===== src/rtl/mm_move_pkg.sv =====
package mm_move_pkg;

    typedef enum logic [1:0] {
        MV_DIR_DIR = 2'b00,
        MV_IMM_DIR = 2'b01,
        MV_IDX_DIR = 2'b10,
        MV_DIR_IDX = 2'b11
    } mv_kind_e;

    typedef enum logic [2:0] {
        ST_IDLE  = 3'd0,
        ST_READ  = 3'd1,
        ST_CAPT  = 3'd2,
        ST_WRITE = 3'd3,
        ST_DONE  = 3'd4
    } mv_state_e;

endpackage


===== src/rtl/mm_addr_sel.sv =====
module mm_addr_sel
    import mm_move_pkg::*;
#(
    parameter int AW = 16,
    parameter int DW = 8
) (
    input  mv_kind_e        kind,
    input  logic [DW-1:0]   op0,
    input  logic [DW-1:0]   op1,
    input  logic [AW-1:0]   idx,
    output logic [AW-1:0]   src_addr,
    output logic [AW-1:0]   dst_addr
);
    localparam int HW = AW - DW;

    logic [AW-1:0] page_op0;
    logic [AW-1:0] page_op1;

    // page-zero forms: operand byte with all-zero upper bits
    assign page_op0 = {{HW{1'b0}}, op0};
    assign page_op1 = {{HW{1'b0}}, op1};

    always_comb begin
        src_addr = page_op0;
        dst_addr = page_op1;
        case (kind)
            MV_DIR_DIR: begin
                src_addr = page_op0;
                dst_addr = page_op1;
            end
            MV_IMM_DIR: begin
                src_addr = page_op0;   // unused: no read issued
                dst_addr = page_op1;
            end
            MV_IDX_DIR: begin
                src_addr = idx;
                dst_addr = page_op0;
            end
            MV_DIR_IDX: begin
                src_addr = page_op0;
                dst_addr = idx;
            end
            default: begin
                src_addr = page_op0;
                dst_addr = page_op1;
            end
        endcase
    end
endmodule


===== src/rtl/mm_idx_step.sv =====
module mm_idx_step #(
    parameter int AW = 16
) (
    input  logic [AW-1:0] cur,
    output logic [AW-1:0] nxt
);
    localparam logic [AW-1:0] ONE = AW'(1);

    // modulo 2**AW increment; carry out is dropped on purpose
    assign nxt = cur + ONE;
endmodule


===== src/rtl/mem_move_seq.sv =====
module mem_move_seq
    import mm_move_pkg::*;
#(
    parameter int AW = 16,
    parameter int DW = 8
) (
    input  logic          clk,
    input  logic          rst_n,
    input  logic          start,
    input  logic [1:0]    variant,
    input  logic [DW-1:0] op0,
    input  logic [DW-1:0] op1,
    input  logic [AW-1:0] idx_in,
    output logic [AW-1:0] mem_addr,
    input  logic [DW-1:0] mem_rdata,
    output logic [DW-1:0] mem_wdata,
    output logic          mem_we,
    output logic [AW-1:0] idx_out,
    output logic          done
);
    localparam int HW = AW - DW;

    typedef struct packed {
        mv_state_e     st;
        mv_kind_e      kind;
        logic [DW-1:0] op0;
        logic [DW-1:0] op1;
        logic [AW-1:0] idx;
        logic [DW-1:0] hold;
    } seq_regs_t;

    seq_regs_t r_d, r_q;

    logic [AW-1:0] src_addr;
    logic [AW-1:0] dst_addr;
    logic [AW-1:0] idx_plus;

    mm_addr_sel #(.AW(AW), .DW(DW)) u_addr (
        .kind     (r_q.kind),
        .op0      (r_q.op0),
        .op1      (r_q.op1),
        .idx      (r_q.idx),
        .src_addr (src_addr),
        .dst_addr (dst_addr)
    );

    mm_idx_step #(.AW(AW)) u_step (
        .cur (r_q.idx),
        .nxt (idx_plus)
    );

    always_comb begin
        r_d = r_q;
        case (r_q.st)
            ST_IDLE: begin
                if (start) begin
                    r_d.kind = mv_kind_e'(variant);
                    r_d.op0  = op0;
                    r_d.op1  = op1;
                    r_d.idx  = idx_in;
                    if (mv_kind_e'(variant) == MV_IMM_DIR) begin
                        r_d.hold = op0;
                        r_d.st   = ST_WRITE;
                    end else begin
                        r_d.st   = ST_READ;
                    end
                end
            end
            ST_READ: begin
                r_d.st = ST_CAPT;
                if (r_q.kind == MV_IDX_DIR) begin
                    r_d.idx = idx_plus;      // step right after the source read
                end
            end
            ST_CAPT: begin
                r_d.hold = mem_rdata;        // one-cycle read latency
                r_d.st   = ST_WRITE;
            end
            ST_WRITE: begin
                r_d.st = ST_DONE;
                if (r_q.kind == MV_DIR_IDX) begin
                    r_d.idx = idx_plus;      // step right after the destination write
                end
            end
            ST_DONE: begin
                r_d.st = ST_IDLE;
            end
            default: begin
                r_d.st = ST_IDLE;
            end
        endcase
    end

    always_ff @(posedge clk or negedge rst_n) begin
        if (!rst_n) begin
            r_q <= '{st: ST_IDLE, kind: MV_DIR_DIR, op0: '0, op1: '0, idx: '0, hold: '0};
        end else begin
            r_q <= r_d;
        end
    end

    assign mem_addr  = (r_q.st == ST_WRITE) ? dst_addr : src_addr;
    assign mem_wdata = r_q.hold;
    assign mem_we    = (r_q.st == ST_WRITE);
    assign idx_out   = r_q.idx;
    assign done      = (r_q.st == ST_DONE);

    // done lasts one cycle
    p_done_pulse_r8: assert property (@(posedge clk) disable iff (!rst_n)
        done |=> !done);

    // every write is followed by done
    p_write_then_done_r8: assert property (@(posedge clk) disable iff (!rst_n)
        mem_we |=> done);

    // page-zero destinations keep a zero high byte
    p_direct_page_r6: assert property (@(posedge clk) disable iff (!rst_n)
        (mem_we && r_q.kind != MV_DIR_IDX) |-> (mem_addr[AW-1:DW] == {HW{1'b0}}));

    // the latched command stays fixed while busy
    p_busy_ignore_r9: assert property (@(posedge clk) disable iff (!rst_n)
        (r_q.st != ST_IDLE && r_q.st != ST_DONE)
            |=> ($stable(r_q.kind) && $stable(r_q.op0) && $stable(r_q.op1)));

    // constant variant reaches its write directly from idle
    p_imm_skip_read_r3: assert property (@(posedge clk) disable iff (!rst_n)
        (r_q.st == ST_WRITE && r_q.kind == MV_IMM_DIR) |-> ($past(r_q.st) == ST_IDLE));

    // index source variant has stepped once by its write cycle
    p_src_step_r4: assert property (@(posedge clk) disable iff (!rst_n)
        (mem_we && r_q.kind == MV_IDX_DIR) |-> (idx_out == AW'($past(idx_out, 2) + 1'b1)));

    // index destination variant steps once after its write
    p_dst_step_r10: assert property (@(posedge clk) disable iff (!rst_n)
        (done && r_q.kind == MV_DIR_IDX) |-> (idx_out == AW'($past(idx_out) + 1'b1)));

endmodule


===== config.mk =====
export PLATFORM = sky130hd
export DESIGN_NAME = mem_move_seq
export DESIGN_NICKNAME = d
export VERILOG_FILES = /design/src/rtl/mm_move_pkg.sv /design/src/rtl/mm_addr_sel.sv /design/src/rtl/mm_idx_step.sv /design/src/rtl/mem_move_seq.sv
export SDC_FILE = /design/constraint.sdc
export NUM_CORES = 1
export LEC_CHECK = 0
export BUFFER_PORTS_ARGS = -buffer_cell sky130_fd_sc_hd__buf_2
export CORE_AREA = 2 2 71 80
export CTS_BUF_LIST = sky130_fd_sc_hd__clkbuf_2 sky130_fd_sc_hd__clkbuf_4 sky130_fd_sc_hd__clkbuf_8
export CTS_CLUSTER_DIAMETER = 200
export DETAILED_ROUTE_END_ITERATION = 7
export DIE_AREA = 0 0 73 82
export PLACE_DENSITY = 0.86
export SETUP_SLACK_MARGIN = 0.15
export SLEW_MARGIN = 30
export SYNTH_ARGS = -nofsm -noshare
export SYNTH_HDL_FRONTEND = slang
export SYNTH_SLANG_ARGS = --single-unit

===== constraint.sdc =====
create_clock -name clk -period 3.1 [get_ports clk]
set_input_delay 0.465 -clock clk [delete_from_list [all_inputs] [get_ports clk]]
set_output_delay 0.465 -clock clk [all_outputs]
set_load 0.005 [all_outputs]

; After elaboration in Yosys (flattened, before gate mapping)
; Cells that the tools add are included.
; Widths: inputs -> output; s select.
[word_totals]
reg_bits = 45
latchBits = 0
ramBits = 0
rom_bits = 0
in_bits = 45
out_inout_bits = 42
n_memories = 0
[op_classes]
addsub = 1
mul = 0
div_mod_pow = 0
order_cmp = 0
eq_ne = 12
shifts = 0
muxes = 11
bitwise = 0
reduce_logical = 9
[ops]
columns = cell, count
row1 = $pmux 16 s3, 2
row2 = $mux 16, 3
row3 = $mux 45, 1
row4 = $pmux 16 s2, 1
row5 = $add 16x1->16 const B, 1
row6 = $pmux 8 s2, 1
row7 = $pmux 3 s4, 1
row8 = $mux 8, 1
row9 = $eq 3x2->1 const B, 2
row10 = $ne 2x2->1 const B, 3
row11 = $eq 2x1->1 const B, 2
row12 = $eq 2x2->1 const B, 2
row13 = $reduce_and 4->1, 1
row14 = $eq 3x1->1 const B, 1
row15 = $eq 3x3->1 const B, 1
row16 = $logic_not 3->1, 1
row17 = $reduce_and 3->1, 1
row18 = $reduce_bool 3->1, 1
row19 = $reduce_or 3->1, 1
row20 = $logic_not 2->1, 1
row21 = $mux 2, 1
row22 = $ne 2x1->1 const B, 1
row23 = $reduce_and 2->1, 1
row24 = $reduce_bool 2->1, 1
row25 = $reduce_or 2->1, 1

; Depth between registers and ports, before layout
; Gate-level depths: netlist of the first run.
[depth]
depth_word = 4
depth_mapped = 6

; By module
; A second synthesis of the first run with hierarchy kept.
[unflattened]
hier_cells = 326
area_unflattened_um2 = 3319.4
[by_module_without_submodules]
columns = module, instances, cells_per_inst, area_each_um2, seq_area_each_um2
row1 = mem_move_seq, 1, 228, 2618.8, 1126.1
row2 = mm_addr_sel, 1, 55, 402.9, 0.0
row3 = mm_idx_step, 1, 43, 297.8, 0.0

; Least setup slack after synthesis of the first run
; OpenSTA, ideal clock, no wires.
[synth_timing]
path_type = register to output
from = register r_q[44] (netlist name)
to = output mem_addr[10]
t_arrival_ns = 1.580
required_ns = 2.635
setup_slack_ns = 1.055
path_stages_with_launch = 7
path_cell_list = dfrtp_1 -> buf_2 -> nand3b_1 -> or2_2 -> clkbuf_1 -> and2_0 -> and3_1
[synth_via]
elab_chain_len = 2
[synth_lines]
columns = element, line_no
row1 = from (decl), mem_move_seq.sv:32  ; seq_regs_t r_d, r_q;
row2 = from (signal assigned), mem_move_seq.sv:96  ; r_q <= '{st: ST_IDLE, kind: MV_DIR_DIR, op0: '0, op1: '0, idx: '0, hold: '0};
row3 = from (signal assigned), mem_move_seq.sv:98  ; r_q <= r_d;
row4 = $eq 3x2->1, mem_move_seq.sv:102  ; assign mem_addr = (r_q.st == ST_WRITE) ? dst_addr : src_addr;
row5 = $mux 16, mem_move_seq.sv:102
row6 = to (decl), mem_move_seq.sv:14  ; output logic [AW-1:0] mem_addr,
; No other way between the ends.

; Final worst setup path of the first run
[layout_timing]
from = register r_q[44] (netlist name)
to = output mem_addr[15]
; The elaborated chain is that of the path after synthesis.

==> results.cfg, run 1 <==
[outcome]
status = finished clean

[power_and_ir_drop]
combPwrFrac_pct = 52.4
power.density_mw_per_mm2 = 1080
p_sw_share_pct = 45.1
ir_drop_mv = 0.492
power_mw = 3.48
p_clk_share_pct = 11.4
power_frac_seq_pct = 36.2
power.switching_mw = 1.57
p_leak_nw = 1.49
p_int_mw = 1.91

[critical_path]
critPathTopFamily = simple AND/OR/NAND/NOR gates
reg2reg_slack_ps = 880
cp.depth = 6
reg2reg_to = idx_out[3]
critPathBufInv = 2
worstSetupEndpointType = output port
start_kind = flop
crit_path_top_delay_cell = dfrtp_1
crit_required_ps = 2630
crit_chain = nand3b_1, buf_4, or2_2, and2_0, and3_1, buf_2
reg2reg_depth = 6
critPathMaxFanout = 13
cp.arrival_ps = 2310
max_stage_delay_ps = 500
r2r_start = r_q[42]
worstSetupPathType = reg2out

[yosys]
synthesis.area_mm2 = 0.00291
synth_seq_cells = 45
synth_compound_area_share_pct = 18.8
netlist_instances = 301
synth-seq-area-share_pct = 38.7
synth_warnings = 0
synth_cell_types = 52
avgSynthCellArea_um2 = 9.66
synthMuxAreaShare_pct = 10.1
synth_edf_count = 0
synthAdderAreaFrac_pct = 0.430
synth-xor-area-share_pct = 0.301
synth_top_family_by_area = simple AND/OR/NAND/NOR gates
syn_nets = 347
synthSimpleGateAreaFrac_pct = 19.9
synthFlopType = dfrtp_1
synth_async_sr_flop_share_pct = 100

[floorplan]
rows = 28
initial_core_util_pct = 55.7
die_w_um = 73
ios = 87
fp.dieH_um = 82
die_area_mm2 = 0.00599
core-area_mm2 = 0.00522

[sta]
clock.fmax_ghz = 0.360
rsz0062_at_grt = no
fin_skew_ps = 6.84
slew_viol_final = 0
post-route-period-util_pct = 89.6
hold_viol = 0
finalSetupTns_ps = 0
setup_viol = 0
layout_min_cycle_time_ps = 2780
maxSlewHeadroom_pct = 43.7
tightest_slew_ps = 843

[layout]
layout.cells.most_common = buf_2
mostFrequentLayoutCells = 85 x buf_2, 45 x dfrtp_1, 26 x mux2_2
fin_nets = 400
drive_above_1_share_pct = 39.2
syn_to_final_growth_pct = 11.2
insertedDiodeCount = 0

[placement]
portBuffers = 86
dpl.hpwl_um = 5170
place_congestion = 0.831

[cts]
clock_sinks = 45
postCtsSetupBuffers = 0
clk_latency_ps = 310
holdBufCountCts = 0
numCtsBuffers = 5
htree_levels = 2
clock_path_buffers = 2
cts_tree = built
clk_pin_slew_ps = 90
cts_resized = 0
cts_root_buf = clkbuf_8

[global_routing]
grt-ovfl-total = 0
grt_max_degree = 46
grt_pass1_vias = 2261
grt_pass1_wl_um = 11200
track_usage_pct = 24.3
antenna_found_initial = 0

[detailed_routing]
drc = 0
dr.pass1.iters = 5
vias_per_cell = 6.31
drt_iter0_drc = 269
ant_nets = 0
routed_wl_um = 7210
vias = 2620
post_drt_wl_per_cell_um = 17.4

[min_path]
min_path_type = in2async

[run]
maxCapViolations = 0
## stage by stage
| stage | utilization (%) | cell area, um2 | setup slack (ps) | hold slack [ps] | std cells |
|---|---|---|---|---|---|
| floorplan | - | 2910 | 1050 | 169 | 301 |
| global placement | 60.0 | 3130 | 738 | 458 | 407 |
| detailed placement | 60.1 | 3140 | 720 | 465 | 407 |
| CTS | 61.9 | 3230 | 348 | 166 | 415 |
| global route | 61.9 | 3230 | 204 | 185 | 415 |
| finish | 61.9 | 3230 | 322 | 148 | 415 |
## kinds of logic after synthesis
group / count (synthesis)
xor gates and xnor gates: 1
and+or+nand+nor: 92
buffers and inverters: 51
adders and majority gates: 1
DFF: 45
AOI/OAI and AO/OA: 85
muxes: 26
## sequential cells by signal, indices dropped and copies added, names as in the netlist
| name | flops |
|---|---|
| mem_wdata | 8 |
| r_q | 21 |
| idx_out | 16 |
## final cells by class
cell class,count,area (um2)
flip-flops and latches,45,1130
inverters,6,22.5
well taps,60,75.1
clock inverters,3,25.0
repair buffers,91,470
fillers,443,1990
multi-input cells,205,1450
clock buffers,5,68.8
## routing by layer
| metal | up-vias | GRT usage (%) | routed length (um) | part of all wire (%) |
|---|---|---|---|---|
| met2 | 121 | 39.0 | 3660 | 51 |
| met1 | 1258 | 32.3 | 3000 | 42 |
| met5 | - | 0 | 0 | 0 |
| li1 | 1226 | - | - | - |
| met4 | 0 | 10.4 | 170 | 2.4 |
| met3 | 15 | 4.17 | 378 | 5.2 |
## worst reg2reg max path: cells and delay by family (launching register included)
kind	cells	cell delay, ps
AOI/OAI and AO/OA	3	940
and+or+nand+nor	1	290
buffers and inverters	2	500
DFF	1	400
## worst max path at each step
stage | start | end | slack, ps
after floorplan | r_q[44] | mem_addr[10] | 1050
after global placement | r_q[44] | mem_addr[15] | 740
after detailed placement | r_q[44] | mem_addr[15] | 720
after CTS | r_q[44] | mem_addr[15] | 350
after global routing | r_q[44] | mem_addr[4] | 200
final | r_q[44] | mem_addr[15] | 320
## synthesized netlist by cell type, types with 2 or more instances
library cell | number | area (um2)
a21oi_1 | 24 | 120
a221o_1 | 3 | 30.0
a22oi_1 | 2 | 15.0
a31oi_1 | 6 | 37.5
and3_1 | 18 | 113
and4_2 | 2 | 20.0
buf_2 | 5 | 25.0
buf_4 | 24 | 180
buf_6 | 2 | 22.5
clkbuf_1 | 10 | 37.5
clkbuf_8 | 4 | 55.1
dfrtp_1 | 45 | 1130
inv_1 | 6 | 22.5
mux2_2 | 26 | 293
nand2_1 | 19 | 71.3
nand2b_1 | 3 | 18.8
nand3_1 | 14 | 70.1
nand4_1 | 4 | 25.0
nor2_1 | 3 | 11.3
nor3_1 | 4 | 20.0
nor3b_2 | 2 | 25.0
nor4_1 | 3 | 18.8
o211ai_1 | 2 | 15.0
o21ai_0 | 18 | 90.1
o22a_1 | 3 | 26.3
o22ai_1 | 16 | 100
o31a_1 | 2 | 17.5
or4_1 | 7 | 52.6
## power groups by stage
stage,Clock [mW],Combinational [mW],Sequential (mW)
final,0.397,1.83,1.26
after global routing,0.425,2.02,1.30
after CTS,0.404,1.82,1.24
after detailed placement,0,1.81,1.25
after global placement,0,1.74,1.24
after floorplan,0,1.57,1.08
Power figures use the tool's default switching activity.
==> run 2, diff against run 1 <==
Settings changed: CORE_AREA 2 2 71 80 to 2 2 78 87, DIE_AREA 0 0 73 82 to 0 0 80 89, HOLD_SLACK_MARGIN set to 0.15, PLACE_DENSITY 0.86 to 0.76.
Clock period 3.1 ns to 2.5 ns, I/O delays scaled along.
==> results.cfg, run 2 (same netlist as run 1, synthesis figures left out) <==
[outcome]
status = finished clean

[detailed_routing]
ant_nets = 0
routed_wl_um = 7610
post_drt_wl_per_cell_um = 17.1
dr.pass1.iters = 4
vias_per_cell = 5.79
drc = 0
vias = 2569
drt_iter0_drc = 149

[critical_path]
worstSetupPathType = reg2out
critPathTopFamily = buffers and inverters
worstSetupEndpointType = output port
max_stage_delay_ps = 420
crit_path_top_delay_cell = dfrtp_1
r2r_start = idx_out[0]
crit_chain = nand3b_1, buf_6, buf_4, mux2_2, o22ai_1, a21oi_1, buf_2
cp.arrival_ps = 1900
critPathBufInv = 3
start_kind = flop
critPathMaxFanout = 8
crit_required_ps = 2120
cp-startpoint = r_q[42]

[cts]
cts_root_buf = clkbuf_8
clock_sinks = 45
clk_latency_ps = 310
clock_path_buffers = 2
htree_levels = 2
cts_tree = built
numCtsBuffers = 5
clk_pin_slew_ps = 100

[layout]
nFillCells = 573
drive_above_1_share_pct = 40.7
layout.cells.most_common = buf_2
syn_to_final_growth_pct = 15.5
largest_register_ffs = 21
mostFrequentLayoutCells = 86 x buf_2, 45 x dfrtp_1, 26 x mux2_2
fin_nets = 409
stdcell_count = 444
largest-register = r_q
insertedDiodeCount = 0

[global_routing]
grt_max_degree = 29
grt_pass1_wl_um = 12000
grt-ovfl-total = 0
grt_pass1_vias = 2382
antenna_found_initial = 0
track_usage_pct = 21.8

[floorplan]
fp.dieH_um = 89
rows = 30
initial_core_util_pct = 47.2
die_w_um = 80
die_area_mm2 = 0.00712
core-area_mm2 = 0.00616
ios = 87

[run]
maxCapViolations = 0

[sta]
setup_slack_ps = 227
layout_min_cycle_time_ps = 2270
finalSetupTns_ps = 0
tightest_slew_ps = 629
rsz0062_at_grt = yes
setup_viol = 0
clock.fmax_ghz = 0.440
post-route-period-util_pct = 90.9
maxSlewHeadroom_pct = 57.9
fin_skew_ps = 11.9
hold_viol = 0
slew_viol_final = 0

[power_and_ir_drop]
power_mw = 4.45
p_leak_nw = 1.55
power.density_mw_per_mm2 = 1330
ir_drop_mv = 0.591

[placement]
portBuffers = 86
place_congestion = 0.868
dpl.hpwl_um = 5500
dp.cells = 433
dpl_worst_slack_ps = 296

[min_path]
min_path_type = in2reg
hold_path.startpoint = idx_in[9]
[run 2: cell count changes in the layout (fill, tap and decap cells not counted), sizes merged]
cell         previous run  this run
clkinv                  0         1
inv                     8         7
dlygate4sd3             0         1
buf                    91        99
[run 2: final cells by class]
| type | count | area (um2) | share of cell area, % |
|---|---|---|---|
| sequential | 45 | 1130 | 33.5 |
| clock buffer | 5 | 68.8 | 2.05 |
| tap | 80 | 100 | 2.98 |
| timing repair buffer | 100 | 554 | 16.5 |
| clock inverter | 3 | 25.0 | 0.745 |
| multi-input combinational | 205 | 1460 | 43.5 |
| inverter | 6 | 22.5 | 0.671 |
[run 2: worst paths after layout]
kind	slack, ps	end	depth (start not counted)
max	230	mem_addr[0]	7
min	260	idx_out[9]	3
max reg2reg	390	idx_out[14]	5
min reg2reg	480	mem_wdata[5]	2
max in group asynchronous	1260	r_q[26]	3
min in group asynchronous	520	idx_out[15]	2
[run 2: metrics by stage]
stage	hold WS, ps	util (%)	cell area (um2)
2_1_floorplan	79.4	-	2910
3_3_place_gp	337	52.2	3210
3_5_place_dp	335	52.2	3210
4_1_cts	261	54.0	3320
5_1_grt	293	54.6	3360
6_report	259	54.6	3360
[run 2: worst min-delay path: cells and delay by family]
kind                   cells  cell delay, ps
buffers and inverters      1              70
and+or+nand+nor            2              90
[run 2: routing by layer]
layer | global-route usage (%) | part of all wire [%] | wire [um]
met5 | 0 | 0 | 0
met4 | 7.40 | 2.1 | 161
met3 | 2.83 | 6.6 | 506
met2 | 35.3 | 49 | 3740
met1 | 30.3 | 42 | 3210
[run 2: timing repair]
action / 4_1_cts / 5_1_grt
endpoints found under the setup margin: 9 / 16
pin swaps: 0 / 2
hold buffers: 1 / 0
cloned: 0 / 0
hold endpoints to repair: 17 / 0
setup buffers: 0 / 2
gates resized for setup: 2 / 4
[run 2: power by group]
part	internal [mW]	total [mW]	leakage [nW]	switching, mW
clock	0.202	0.480	0.0447	0.278
sequential	1.07	1.55	0.545	0.477
combinational	1.21	2.42	0.960	1.22
total	2.48	4.45	1.55	1.97
==> run 3, diff against run 2 <==
Settings changed: ABC_AREA set to 1, CORE_AREA 2 2 78 87 to 2 2 78 88, DIE_AREA 0 0 80 89 to 0 0 80 90, PLACE_DENSITY 0.76 to 0.78.
==> results.cfg, run 3 <==
[yosys]
avgSynthCellArea_um2 = 6.56
synth.area.top_cells = dfrtp_1 37%, nand2_1 23%, nor2_1 7.2%
synth_warnings = 0
synth_seq_cells = 45
netlist_instances = 462
yosysMostFrequentCell = nand2_1
synthesis.area_mm2 = 0.00303
synth_async_sr_flop_share_pct = 100
syn_nets = 508
synth-seq-area-share_pct = 37.1
synth_edf_count = 0
synth.top_cell.area_share_pct = 37.1
yosysTopAreaCell = dfrtp_1
synthFlopType = dfrtp_1
synth_cell_types = 27
ys_top_cells_by_count = 186 x nand2_1, 58 x nor2_1, 45 x dfrtp_1

[global_routing]
grt-ovfl-total = 0
antenna_found_initial = 0
track_usage_pct = 22.4
grt_pass1_wl_um = 13100
grt_pass1_vias = 2881
grt_max_degree = 29

[placement]
dpl.hpwl_um = 5860
place_congestion = 0.889
portBuffers = 86
dp.cells = 597

[critical_path]
start_kind = flop
cp.arrival_ps = 1860
critPathMaxFanout = 17
worstSetupPathType = reg2out
worstSetupEndpointType = output port
crit_required_ps = 2120

[layout]
largest-register = r_q
syn_to_final_growth_pct = 14.6
largest_register_ffs = 21
fin_nets = 571
layout.cells.most_common = nand2_1
stdcell_count = 607
nFillCells = 667
drive_above_1_share_pct = 22.9
mostFrequentLayoutCells = 186 x nand2_1, 86 x buf_2, 58 x nor2_1
insertedDiodeCount = 0

[sta]
setup_viol = 0
maxSlewHeadroom_pct = 71.0
rsz0062_at_grt = no
clock.fmax_ghz = 0.448
whs_ps = 268
post-route-period-util_pct = 89.2
tightest_slew_ps = 435
layout_min_cycle_time_ps = 2230
finalSetupTns_ps = 0
hold_viol = 0
slew_viol_final = 0
fin_skew_ps = 3.03

[detailed_routing]
drt_iter0_drc = 215
vias = 3089
dr.pass1.iters = 5
post_drt_wl_per_cell_um = 12.9
ant_nets = 0
routed_wl_um = 7850
vias_per_cell = 5.09
drc = 0

[cts]
numCtsBuffers = 5
clk_latency_ps = 300
htree_levels = 2
clock_sinks = 45
clock_path_buffers = 2
cts_root_buf = clkbuf_8
clk_pin_slew_ps = 90
cts_tree = built

[floorplan]
initial_core_util_pct = 47.7
die_area_mm2 = 0.00720
die_w_um = 80
rows = 31
core-area_mm2 = 0.00636
fp.dieH_um = 90
ios = 87

[min_path]
min_path_type = in2reg

[power_and_ir_drop]
p_leak_nw = 1.88
power_mw = 4.47
ir_drop_mv = 0.544
power.density_mw_per_mm2 = 1290

[outcome]
status = finished clean

[run]
maxCapViolations = 0
-- run 3: changes by cell type after synthesis, sizes merged, moves of 4 or more --
cell	previous run	this run
a21oi	24	17
a31oi	6	0
and3	18	0
buf	31	36
clkbuf	14	1
inv	6	31
mux2	26	0
nand2	19	192
nand3	15	25
nor2	3	62
nor3	4	8
o21ai	18	34
o22ai	16	0
or4	7	0
-- run 3: where the power goes --
group | switching (mW) | leakage (nW) | internal (mW)
Sequential | 0.362 | 0.561 | 1.07
Combinational | 1.55 | 1.26 | 0.934
Clock | 0.258 | 0.0540 | 0.291
-- run 3: final timing paths --
check	start	endpoint	slack, ps	depth (start not counted)
setup / recovery	r_q[40]	mem_addr[0]	270	6
hold / removal	op1[0]	r_q[24]	270	3
setup reg to reg	r_q[44]	idx_out[11]	710	9
hold reg to reg	mem_wdata[4]	mem_wdata[4]	470	2
max in group asynchronous	rst_n	mem_wdata[7]	1240	3
min in group asynchronous	rst_n	idx_out[4]	540	2
-- run 3: cells by family after synthesis --
family / share of synthesized area [%]
AND/OR/NAND/NOR: 39.7
buffers and inverters: 12.7
AO/OA/AOI/OAI: 10.1
flip-flops: 37.1
adder cells (fa/ha/maj): 0.413
-- run 3: critical path, stage by stage, from the launching register on --
cell	delay (ps)
dfrtp_1	390
inv_1	90
nand2_2	140
inv_1	370
o21ai_0	160
o21ai_0	240
buf_2	160
-- run 3: cell type report --
class | count | area (um2) | area share, %
Clock buffer | 5 | 68.8 | 1.98
Clock inverter | 2 | 35.0 | 1.01
Inverter | 33 | 126 | 3.64
Multi-Input combinational cell | 347 | 1530 | 44.0
Sequential cell | 45 | 1130 | 32.4
Tap cell | 82 | 103 | 2.95
Timing Repair Buffer | 93 | 485 | 14.0
-- run 3: routing by layer --
metal / GRT usage, % / share of wire, % / vias up
met1: 29.5 / 44 / 1414
met5: 0 / 0 / -
met4: 5.65 / 1.6 / 0
li1: - / - / 1557
met2: 38.4 / 48 / 105
met3: 3.21 / 5.8 / 13
-- run 3: per-stage QoR --
| step | area (um2) | util, % | setup slack, ps |
|---|---|---|---|
| after floorplan | 3030 | - | 982 |
| after global placement | 3340 | 52.4 | 406 |
| after detailed placement | 3340 | 52.4 | 343 |
| after CTS | 3450 | 54.3 | 140 |
| after global routing | 3470 | 54.6 | 153 |
| final | 3470 | 54.6 | 269 |
-- run 3: repair_timing --
| item | 4_1_cts | 5_1_grt |
|---|---|---|
| endpoints found under the hold margin | 17 | 0 |
| setup endpoints to repair | 8 | 16 |
| pin swaps | 0 | 1 |
| buffers inserted | 0 | 2 |
| gates resized for setup | 1 | 1 |
| hold buffers | 1 | 0 |
